--- src/rtl/pwmt_pkg.sv ---
package pwmt_pkg;

    localparam int NCH = 5;
    localparam int AW  = 8;
    localparam int FLD = 5;

    localparam logic [AW-1:0] A_CFGA = 8'h00;
    localparam logic [AW-1:0] A_CFGB = 8'h04;
    localparam logic [AW-1:0] A_CTL  = 8'h08;
    localparam logic [AW-1:0] A_IRQ  = 8'h44;

    // per-channel control field, lsb first: run, update, invert, reload, dead-zone
    typedef struct packed {
        logic dz;
        logic reload;
        logic inv;
        logic upd;
        logic run;
    } ch_ctl_t;

    function automatic int ctl_base(input int n);
        return (n == 0) ? 0 : 4 * (n + 1);
    endfunction

    function automatic logic [AW-1:0] cnt_addr(input int n);
        return AW'(8'h0C + 12 * n);
    endfunction

    function automatic logic [AW-1:0] cmp_addr(input int n);
        return AW'(8'h10 + 12 * n);
    endfunction

    // the last channel's observation slot would land on A_IRQ, so it moves up
    function automatic logic [AW-1:0] obs_addr(input int n);
        return (n == NCH - 1) ? AW'(8'h48) : AW'(8'h14 + 12 * n);
    endfunction

    function automatic logic [31:0] ctl_mask_f();
        logic [31:0] m;
        m = '0;
        for (int n = 0; n < NCH; n++) begin
            m = m | (32'h1F << ctl_base(n));
        end
        return m;
    endfunction

    localparam logic [31:0] CTL_MASK = ctl_mask_f();

endpackage

--- src/rtl/pwmt_prescaler.sv ---
module pwmt_prescaler #(
    parameter int PRE_W = 8
) (
    input  logic             clk,
    input  logic             rst,
    input  logic [PRE_W-1:0] div,
    output logic             tick
);
    logic [PRE_W-1:0] pcnt;

    assign tick = (pcnt >= div);

    always_ff @(posedge clk) begin
        if (rst)       pcnt <= '0;
        else if (tick) pcnt <= '0;
        else           pcnt <= pcnt + 1'b1;
    end

    // a nonzero divisor never yields ticks on adjacent cycles
    a_r8_tick_gap: assert property (@(posedge clk) disable iff (rst)
        (tick && div != '0) |=> (!tick || div == '0));

endmodule

--- src/rtl/pwmt_channel.sv ---
module pwmt_channel
    import pwmt_pkg::*;
#(
    parameter int CNT_W = 16
) (
    input  logic             clk,
    input  logic             rst,
    input  logic             tick,
    input  ch_ctl_t          ctl,
    input  logic [CNT_W-1:0] cnt_buf,
    input  logic [CNT_W-1:0] cmp_buf,
    output logic [CNT_W-1:0] count,
    output logic             pwm_out,
    output logic             period_end
);
    logic [CNT_W-1:0] cmp_act;
    logic             parked;
    logic             step;
    logic             level;

    assign step       = tick && ctl.run && !parked && !ctl.upd;
    assign period_end = step && (count == '0);
    assign level      = !parked && (count <= cmp_act);
    assign pwm_out    = level ^ ctl.inv;

    always_ff @(posedge clk) begin
        if (rst) begin
            count   <= '0;
            cmp_act <= '0;
            parked  <= 1'b1;
        end else if (ctl.upd) begin
            count   <= cnt_buf;
            cmp_act <= cmp_buf;
            parked  <= 1'b0;
        end else if (step) begin
            if (count != '0) begin
                count <= count - 1'b1;
            end else if (ctl.reload) begin
                count   <= cnt_buf;
                cmp_act <= cmp_buf;
            end else begin
                parked <= 1'b1;
            end
        end
    end

    // update copies the count buffer
    a_r3_update_load: assert property (@(posedge clk) disable iff (rst)
        ctl.upd |=> (count == $past(cnt_buf)));

    // reload at period end
    a_r4_reload: assert property (@(posedge clk) disable iff (rst)
        (period_end && ctl.reload) |=> (count == $past(cnt_buf)));

    // stop at end of period when reload is clear
    a_r7_park_zero: assert property (@(posedge clk) disable iff (rst)
        (period_end && !ctl.reload) |=> (count == '0 && !level));

    a_r7_parked_still: assert property (@(posedge clk) disable iff (rst)
        (parked && !ctl.upd) |=> $stable(count));

    // run cleared holds the counter
    a_r12_hold: assert property (@(posedge clk) disable iff (rst)
        (!ctl.run && !ctl.upd) |=> $stable(count));

endmodule

--- src/rtl/pwm_timer_bank.sv ---
module pwm_timer_bank
    import pwmt_pkg::*;
#(
    parameter int CNT_W = 16,
    parameter int PRE_W = 8
) (
    input  logic          clk,
    input  logic          rst,
    input  logic          reg_we,
    input  logic [AW-1:0] reg_addr,
    input  logic [31:0]   reg_wdata,
    output logic [31:0]   reg_rdata,
    output logic [NCH-1:0] pwm_out,
    output logic          irq
);
    logic [31:0]      cfga_q, cfgb_q, ctl_q;
    logic [CNT_W-1:0] cnt_buf [NCH];
    logic [CNT_W-1:0] cmp_buf [NCH];
    logic [CNT_W-1:0] live    [NCH];
    logic [NCH-1:0]   irq_en, irq_st, pend;
    ch_ctl_t          ch_ctl  [NCH];
    logic             tick;
    logic             irq_wr;

    assign irq_wr = reg_we && (reg_addr == A_IRQ);

    always_ff @(posedge clk) begin
        if (rst) begin
            cfga_q <= '0;
            cfgb_q <= '0;
            ctl_q  <= '0;
            irq_en <= '0;
            irq_st <= '0;
            for (int n = 0; n < NCH; n++) begin
                cnt_buf[n] <= '0;
                cmp_buf[n] <= '0;
            end
        end else begin
            if (reg_we && reg_addr == A_CFGA) cfga_q <= reg_wdata;
            if (reg_we && reg_addr == A_CFGB) cfgb_q <= reg_wdata;
            if (reg_we && reg_addr == A_CTL)  ctl_q  <= reg_wdata & CTL_MASK;
            for (int n = 0; n < NCH; n++) begin
                if (reg_we && reg_addr == cnt_addr(n)) cnt_buf[n] <= reg_wdata[CNT_W-1:0];
                if (reg_we && reg_addr == cmp_addr(n)) cmp_buf[n] <= reg_wdata[CNT_W-1:0];
            end
            if (irq_wr) begin
                irq_en <= reg_wdata[NCH-1:0];
                irq_st <= (irq_st & ~reg_wdata[2*NCH-1:NCH]) | pend;
            end else begin
                irq_st <= irq_st | pend;
            end
        end
    end

    always_comb begin
        reg_rdata = '0;
        if (reg_addr == A_CFGA) reg_rdata = cfga_q;
        if (reg_addr == A_CFGB) reg_rdata = cfgb_q;
        if (reg_addr == A_CTL)  reg_rdata = ctl_q;
        if (reg_addr == A_IRQ)  reg_rdata = 32'({irq_st, irq_en});
        for (int n = 0; n < NCH; n++) begin
            if (reg_addr == cnt_addr(n)) reg_rdata = 32'(cnt_buf[n]);
            if (reg_addr == cmp_addr(n)) reg_rdata = 32'(cmp_buf[n]);
            if (reg_addr == obs_addr(n)) reg_rdata = 32'(live[n]);
        end
    end

    assign irq = |(irq_en & irq_st);

    pwmt_prescaler #(.PRE_W(PRE_W)) u_pre (
        .clk  (clk),
        .rst  (rst),
        .div  (cfga_q[PRE_W-1:0]),
        .tick (tick)
    );

    for (genvar g = 0; g < NCH; g++) begin : g_ch
        assign ch_ctl[g] = ctl_q[ctl_base(g) +: FLD];

        pwmt_channel #(.CNT_W(CNT_W)) u_ch (
            .clk        (clk),
            .rst        (rst),
            .tick       (tick),
            .ctl        (ch_ctl[g]),
            .cnt_buf    (cnt_buf[g]),
            .cmp_buf    (cmp_buf[g]),
            .count      (live[g]),
            .pwm_out    (pwm_out[g]),
            .period_end (pend[g])
        );
    end

    // flags stay set until a write-one clear
    a_r9_sticky: assert property (@(posedge clk) disable iff (rst)
        !irq_wr |=> ((irq_st & $past(irq_st)) == $past(irq_st)));

    // every period end leaves its flag set
    a_r9_set: assert property (@(posedge clk) disable iff (rst)
        (pend != '0) |=> ((irq_st & $past(pend)) == $past(pend)));

endmodule

--- config.mk ---
export PLATFORM = sky130hd
export DESIGN_NAME = pwm_timer_bank
export DESIGN_NICKNAME = d
export VERILOG_FILES = /design/src/rtl/pwmt_pkg.sv /design/src/rtl/pwmt_prescaler.sv /design/src/rtl/pwmt_channel.sv /design/src/rtl/pwm_timer_bank.sv
export SDC_FILE = /design/constraint.sdc
export NUM_CORES = 1
export LEC_CHECK = 0
export ABC_AREA = 1
export BUFFER_PORTS_ARGS = -buffer_cell sky130_fd_sc_hd__buf_2
export CORE_UTILIZATION = 62
export CTS_CLUSTER_DIAMETER = 80
export DETAILED_ROUTE_END_ITERATION = 10
export PLACE_DENSITY = 0.88
export SYNTH_ARGS = -nofsm -noshare
export SYNTH_HDL_FRONTEND = slang
export SYNTH_SLANG_ARGS = --single-unit
--- constraint.sdc ---
create_clock -name clk -period 3.35 [get_ports clk]
set_input_delay 0.335 -clock clk [delete_from_list [all_inputs] [get_ports clk]]
set_output_delay 0.335 -clock clk [all_outputs]
set_load 0.005 [all_outputs]
==> flow_summary_export.csv, run 1 <==
group,metric,value,unit
final_layout,area_growth,11.4,%
synthesis,async_reset_ff_share,0,%
drt,drt_iter0_drc,2778,
setup_path,startpoint_type,"flip-flop",
drt,wirelength,75.0,mm
timing,period_share,95.6,%
setup_path,reg2reg_to,"g_ch[4].u_ch.cmp_act[13]",
clocking,cts_setup_buffers,0,
floorplanning,start_util,63.2,%
setup_path,reg2reg_setup_slack,0.50,ns
power,power_density,458,nW/um^2
power,ir_drop,407,uV
grt,grt_start_max_net_pins,99,
timing,setup_tns,0,ns
drt,viasPerCell,6.28,
min_path,min_path_type,"in2reg",
setup_path,crit_type,"reg2out",
synthesis,synth_edf_count,160,
power,total_power,11.2,mW
synthesis,synth.distinct_cells,67,
clocking,clkLatencyLatePin,0.60,ns
placement,hpwl,55.4,mm
timing,fmax,312,MHz
clocking,cts_root_buf,"clkbuf_16",
timing,finalSetupViolCount,0,
final_layout,final_core_util,70.5,%
final_layout,fin_area,24400,um^2
setup_path,cp_max_fo,3,
timing,skew,0.0314,ns
power,cellLeakagePower,10.2,nW
synthesis,ys_warn_count,0,
synthesis,ys_seq_area_share,46.5,%
drt,wl_per_cell,23.0,um
clocking,cts_buffer_depth,3,
timing,rsz0062_at_grt,"no",
clocking,cts_inserted_buffers,45,
floorplanning,die_area,36100,um^2
clocking,cts_tree,"built",
drt,postRouteAntennaNets,0,
grt,grt_pass1_vias,18900,
setup_path,required,3.01,ns
synthesis,synth.avg_cell_area,8.14,um^2
placement,place.gp.congestion,1.05,
final_layout,fin_nets,2918,
drt,drc,0,
synthesis,synthCells,2692,
run_status,status,"complete, no violations",
min_path,min_to,"ctl_q[18]",
timing,tightestPinTransition,1.22,ns
timing,period_needed,3.20,ns
synthesis,syn_nets,2834,
grt,overflow,0,
setup_path,worst-r2r-cell-count,11,
grt,antenna_found_initial,1,
floorplanning,num_io_pins,81,
grt,grt_pass1_wl,113,mm
clocking,htree_levels,2,
synthesis,ys_seq_elements,429,
floorplanning,chipWidth,190,um
clocking,cts_sinks,429,
placement,place_area,22800,um^2
timing,setup_ws,0.146,ns
placement,dp_slack,0.282,ns
synthesis,syn_area,21900,um^2
setup_path,cp.arrival,2.87,ns
setup_path,crit_path_end_kind,"output pin",
drt,drt_pre_antenna_iters,8,
drt,vias,20500,
final_layout,final_cells,3269,
final_layout,drive_above_1_share,11.3,%
placement,dpl.cell_count,3179,
timing,holdWs,0.00870,ns
grt,grtUsageTotal,41.7,%
placement,numPortBuffers,80,
floorplanning,die_height,190,um
min_path,hold_depth,3,
timing,hold_viol_final,0,
floorplanning,coreArea,34600,um^2
clocking,cts.clk_slew.worst_paths,0.07,ns
timing,slew_headroom,18.1,%
setup_path,rr_startpoint,"cfga_q[7]",
synthesis,synthFlopType,"dfxtp_1",
floorplanning,row_count,68,
timing,slew_violations,0,
run,cap_viol_max_count,0,
min_path,hp-start,"reg_wdata[18]",
## layout make-up
cell class | count | area [um^2]
repair buffers | 156 | 996
fillers | 2731 | 10200
clock inverters | 21 | 208
diodes | 2 | 5.00
multi-input cells | 1847 | 9990
flip-flops and latches | 429 | 10200
clock buffers | 62 | 1320
inverters | 297 | 1130
well taps | 455 | 569
## how the worst max path moves through the flow
stage                     end             startpoint
6_report        reg_rdata[11]              ctl_q[11]
5_1_grt          reg_rdata[1]            reg_addr[1]
4_1_cts            pwm_out[1]  g_ch[1].u_ch.count[3]
3_5_place_dp     reg_rdata[1]            reg_addr[1]
3_3_place_gp     reg_rdata[0]            reg_addr[1]
2_1_floorplan  cmp_buf[0][48]            reg_addr[6]
## cells in the final DEF, fill, tap and decap left out, drive strengths merged, types with 4 or more instances in the layout
| cell type | n |
|---|---|
| a221oi | 10 |
| a31oi | 28 |
| nor4 | 9 |
| a221o | 6 |
| o21ai | 321 |
| dfxtp | 269 |
| ha | 99 |
| o21a | 6 |
| or2 | 14 |
| a211oi | 24 |
| dlygate4sd3 | 5 |
| nand2 | 468 |
| a21oi | 274 |
| a311oi | 5 |
| xor2 | 31 |
| nand4 | 58 |
| nor2 | 318 |
| a22o | 7 |
| inv | 298 |
| buf | 151 |
| xnor2 | 14 |
| mux2i | 7 |
| o311ai | 4 |
| o211ai | 10 |
| nand3 | 85 |
| clkinv | 16 |
| edfxtp | 160 |
| clkbuf | 62 |
| o221ai | 6 |
| nor3 | 23 |
## routing by layer
metal  GRT usage (%)  part of all wire (%)
met5               0                 0.036
met3            8.14                    12
met4            20.0                   4.9
met2            63.9                    44
met1            56.7                    39
## power breakdown
part	leakage (nW)	switching, mW	internal [mW]
registers	3.68	0.113	5.51
clock network	0.753	2.19	3.00
logic	5.79	0.258	0.101
total	10.2	2.57	8.61
## logic make-up (layout without fill, tap and decap cells)
kind of cell	Yosys count	after routing	share of synthesized area (%)
xor gates and xnor gates	45	45	1.80
muxes	7	7	0.320
AOI/OAI and AO/OA	713	713	18.0
adders and majority gates	99	99	5.66
buffers and inverters	416	536	7.87
DFF	429	429	46.5
other	0	2	0
and+or+nand+nor	983	983	19.8
## Yosys cell counts, types with 31 or more instances
cell type / instances / area share (%)
nor2_1: 283 / 4.9
ha_1: 99 / 5.7
nand2_1: 459 / 7.9
xor2_1: 31 / 1.2
o21ai_0: 314 / 7.2
nand3_1: 79 / 1.8
edfxtp_1: 160 / 22
dfxtp_1: 269 / 25
buf_2: 44 / 1.0
clkbuf_1: 53 / 0.91
nand4_1: 57 / 1.6
inv_1: 272 / 4.7
a21oi_1: 273 / 6.2
## critical path, cell delays in order, from the launching register on
cell	delay, ns
dfxtp_1	0.36
inv_1	0.19
nor2_1	0.08
nor3_1	0.42
nand4_1	0.23
nand2_1	0.11
nand2_1	0.07
nand2_1	0.09
nand4_1	0.14
nor2_1	0.24
nand4_1	0.17
buf_2	0.16
## timing repair
item / CTS / global route
hold buffers: 5 / 0
gates resized for setup: 0 / 0
hold endpoints to repair: 6 / 0
## state kept, by name, indices dropped and copies added, names as in the netlist
name and flops:
g_ch.u_ch.parked 5, cmp_buf 80, cnt_buf 80, ctl_q 22
irq_st 5, u_pre.pcnt 8, irq_en 5, g_ch.u_ch.count 80
cfga_q 32, g_ch.u_ch.cmp_act 80, cfgb_q 32
Note: power is estimated with default switching activity, not from simulation.
==> inputs of run 2 (changes only) <==
- CORE_UTILIZATION: 62 -> 49
- PLACE_DENSITY: 0.88 -> 0.73
- SYNTH_HIERARCHICAL: unset -> 1
==> flow_summary_export.csv, run 2 <==
group,metric,value,unit
placement,place_area,25400,um^2
drt,vias,22200,
drt,wl_per_cell,20.9,um
synthesis,synth_top_area_share,22.1,%
setup_path,crit_type,"reg2reg",
final_layout,fin_nets,3261,
min_path,min_path_type,"in2reg",
drt,drt_iter0_drc,3146,
placement,numPortBuffers,80,
clocking,cts_root_buf,"clkbuf_16",
clocking,cts_inserted_buffers,46,
clocking,clkLatencyLatePin,0.60,ns
synthesis,synth_most_common_cell,"nand2_1",
placement,place.gp.congestion,1.11,
synthesis,synthFlopType,"dfxtp_1",
synthesis,ys_seq_elements,429,
setup_path,required,3.81,ns
floorplanning,num_io_pins,81,
timing,finalSetupViolCount,0,
final_layout,final_common_cell,"nand2_1",
synthesis,ys_warn_count,6,
placement,dpl.cell_count,3728,
drt,drt_pre_antenna_iters,7,
run_status,status,"complete, no violations",
floorplanning,die_height,225,um
clocking,cts.clk_slew.worst_paths,0.06,ns
clocking,cts_tree,"built",
synthesis,synth.avg_cell_area,8.06,um^2
grt,grt_pass1_wl,120,mm
grt,grt_pass1_vias,20400,
synthesis,synthCells,3023,
final_layout,final_cells,3824,
synthesis,synth_edf_count,160,
floorplanning,row_count,81,
power,ir_drop,357,uV
timing,slew_violations,0,
synthesis,synth_top_area_cell,"dfxtp_1",
floorplanning,start_util,49.7,%
power,total_power,11.5,mW
final_layout,mostFrequentLayoutCells,"nand2_1 (646), inv_1 (337), nor2_1 (296)",
power,power_density,424,nW/um^2
setup_path,crit_path_end_kind,"flip-flop",
floorplanning,chipWidth,225,um
synthesis,ys_seq_area_share,41.8,%
synthesis,synth.distinct_cells,49,
timing,setup_tns,0,ns
setup_path,cp.arrival,3.62,ns
final_layout,drive_above_1_share,18.7,%
timing,hold_viol_final,0,
drt,wirelength,80.1,mm
drt,viasPerCell,5.81,
setup_path,crit_path_start,"cfga_q[7]",
timing,fmax,317,MHz
final_layout,final_core_util,55.3,%
synthesis,async_reset_ff_share,0,%
timing,period_share,94.1,%
min_path,hp-start,"reg_wdata[28]",
clocking,cts_sinks,429,
floorplanning,coreArea,49100,um^2
synthesis,synthTopCellsByArea,"dfxtp_1 (22%), edfxtp_1 (20%), nand2_1 (9.9%)",
power,cellLeakagePower,11.6,nW
timing,rsz0062_at_grt,"no",
final_layout,area_growth,11.2,%
placement,hpwl,59.0,mm
timing,slew_headroom,32.0,%
synthesis,syn_area,24400,um^2
timing,tightestPinTransition,1.02,ns
drt,drc,0,
grt,antenna_found_initial,3,
synthesis,syn_nets,3165,
timing,skew,0.0285,ns
setup_path,startpoint_type,"flip-flop",
timing,period_needed,3.15,ns
setup_path,cp_max_fo,31,
clocking,cts_buffer_depth,3,
grt,grtUsageTotal,31.4,%
grt,overflow,0,
grt,grt_start_max_net_pins,99,
floorplanning,die_area,50600,um^2
clocking,htree_levels,2,
run,cap_viol_max_count,0,
synthesis,synth_common_cells,"nand2_1 (646), inv_1 (337), nor2_1 (296)",
final_layout,fin_area,27100,um^2
setup_path,rr_startpoint,"cfga_q[7]",
drt,postRouteAntennaNets,0,
==> run 2: cell types whose count changed in the layout (fill, tap and decap cells not counted), sizes merged, moves of 7 or more <==
cell / before / now
nand2: 468 / 712
nand3: 85 / 224
o21ai: 321 / 231
inv: 298 / 370
nor2: 318 / 364
a31oi: 28 / 0
a211oi: 24 / 0
nand4: 58 / 77
xor2: 31 / 14
a21oi: 274 / 289
a22o: 7 / 16
mux2i: 7 / 0
nor3: 23 / 16
==> run 2: critical path, cell delays in order, from the launching register on <==
cell	delay, ns
dfxtp_1	0.41
inv_1	0.08
ha_1	0.30
nand2_1	0.07
nor2_1	0.14
nand2_1	0.12
nand3_1	0.10
buf_4	0.19
nand2_1	0.10
nor2_1	0.18
inv_1	0.09
o21ai_0	0.51
nand2_4	0.39
o21ai_0	0.28
a21oi_1	0.06
==> run 2: cell type report <==
type | instances | area [um^2]
Tap cell | 664 | 831
Antenna cell | 5 | 12.5
Clock buffer | 61 | 1320
Sequential cell | 429 | 10200
Timing Repair Buffer | 161 | 1050
Multi-Input combinational cell | 2111 | 12000
Fill cell | 4497 | 21900
Inverter | 370 | 1430
Clock inverter | 23 | 289
==> run 2: kinds of logic (layout without fill, tap and decap cells) <==
family,after synthesis,in the layout,synth area share (%)
flops,429,429,41.8
compound gates,566,566,14.4
buf+inv,483,615,9.03
fa+ha+maj,99,99,5.08
simple gates,1420,1420,28.7
xor+xnor,26,26,0.934
other cells,0,5,0
==> run 2: what timing repair did <==
action | 4_1_cts | 5_1_grt
setup buffers | 0 | 0
hold buffers | 7 | 0
endpoints found under the setup margin | 0 | 9
endpoints found under the hold margin | 8 | 0
gates resized for setup | 0 | 1
==> run 2: through the flow <==
| step | worst slack, ns | hold WS [ns] |
|---|---|---|
| floorplan | 0.746 | 0.434 |
| global placement | 0.331 | 0.445 |
| detailed placement | 0.307 | 0.453 |
| CTS | 0.284 | 0.0000110 |
| global route | 0.0133 | 0.0280 |
| finish | 0.197 | 0.0144 |
==> run 2: layer usage <==
metal / GRT usage, % / wire length [um] / share of wire (%) / vias to the layer above
li1: - / - / - / 10200
met5: 0 / 0 / 0 / -
met1: 41.9 / 31700 / 40 / 10300
met2: 46.4 / 34100 / 43 / 1397
met3: 7.78 / 9700 / 12 / 302
met4: 17.2 / 4560 / 5.7 / 0
==> run 2: final timing paths <==
check	to	depth (start not counted)	slack, ns
worst max-delay path	g_ch[4].u_ch/cmp_act[2]	14	0.20
worst min-delay path	cfga_q[28]	3	0.01
worst max register to register	g_ch[4].u_ch/cmp_act[2]	14	0.20
worst min register to register	g_ch[4].u_ch/cmp_act[4]	2	0.46
==> run 2: where the power goes <==
part	switching (mW)	leakage, nW	internal [mW]
sequential	0.127	3.69	5.51
combinational	0.294	7.17	0.111
clock	2.21	0.791	3.25
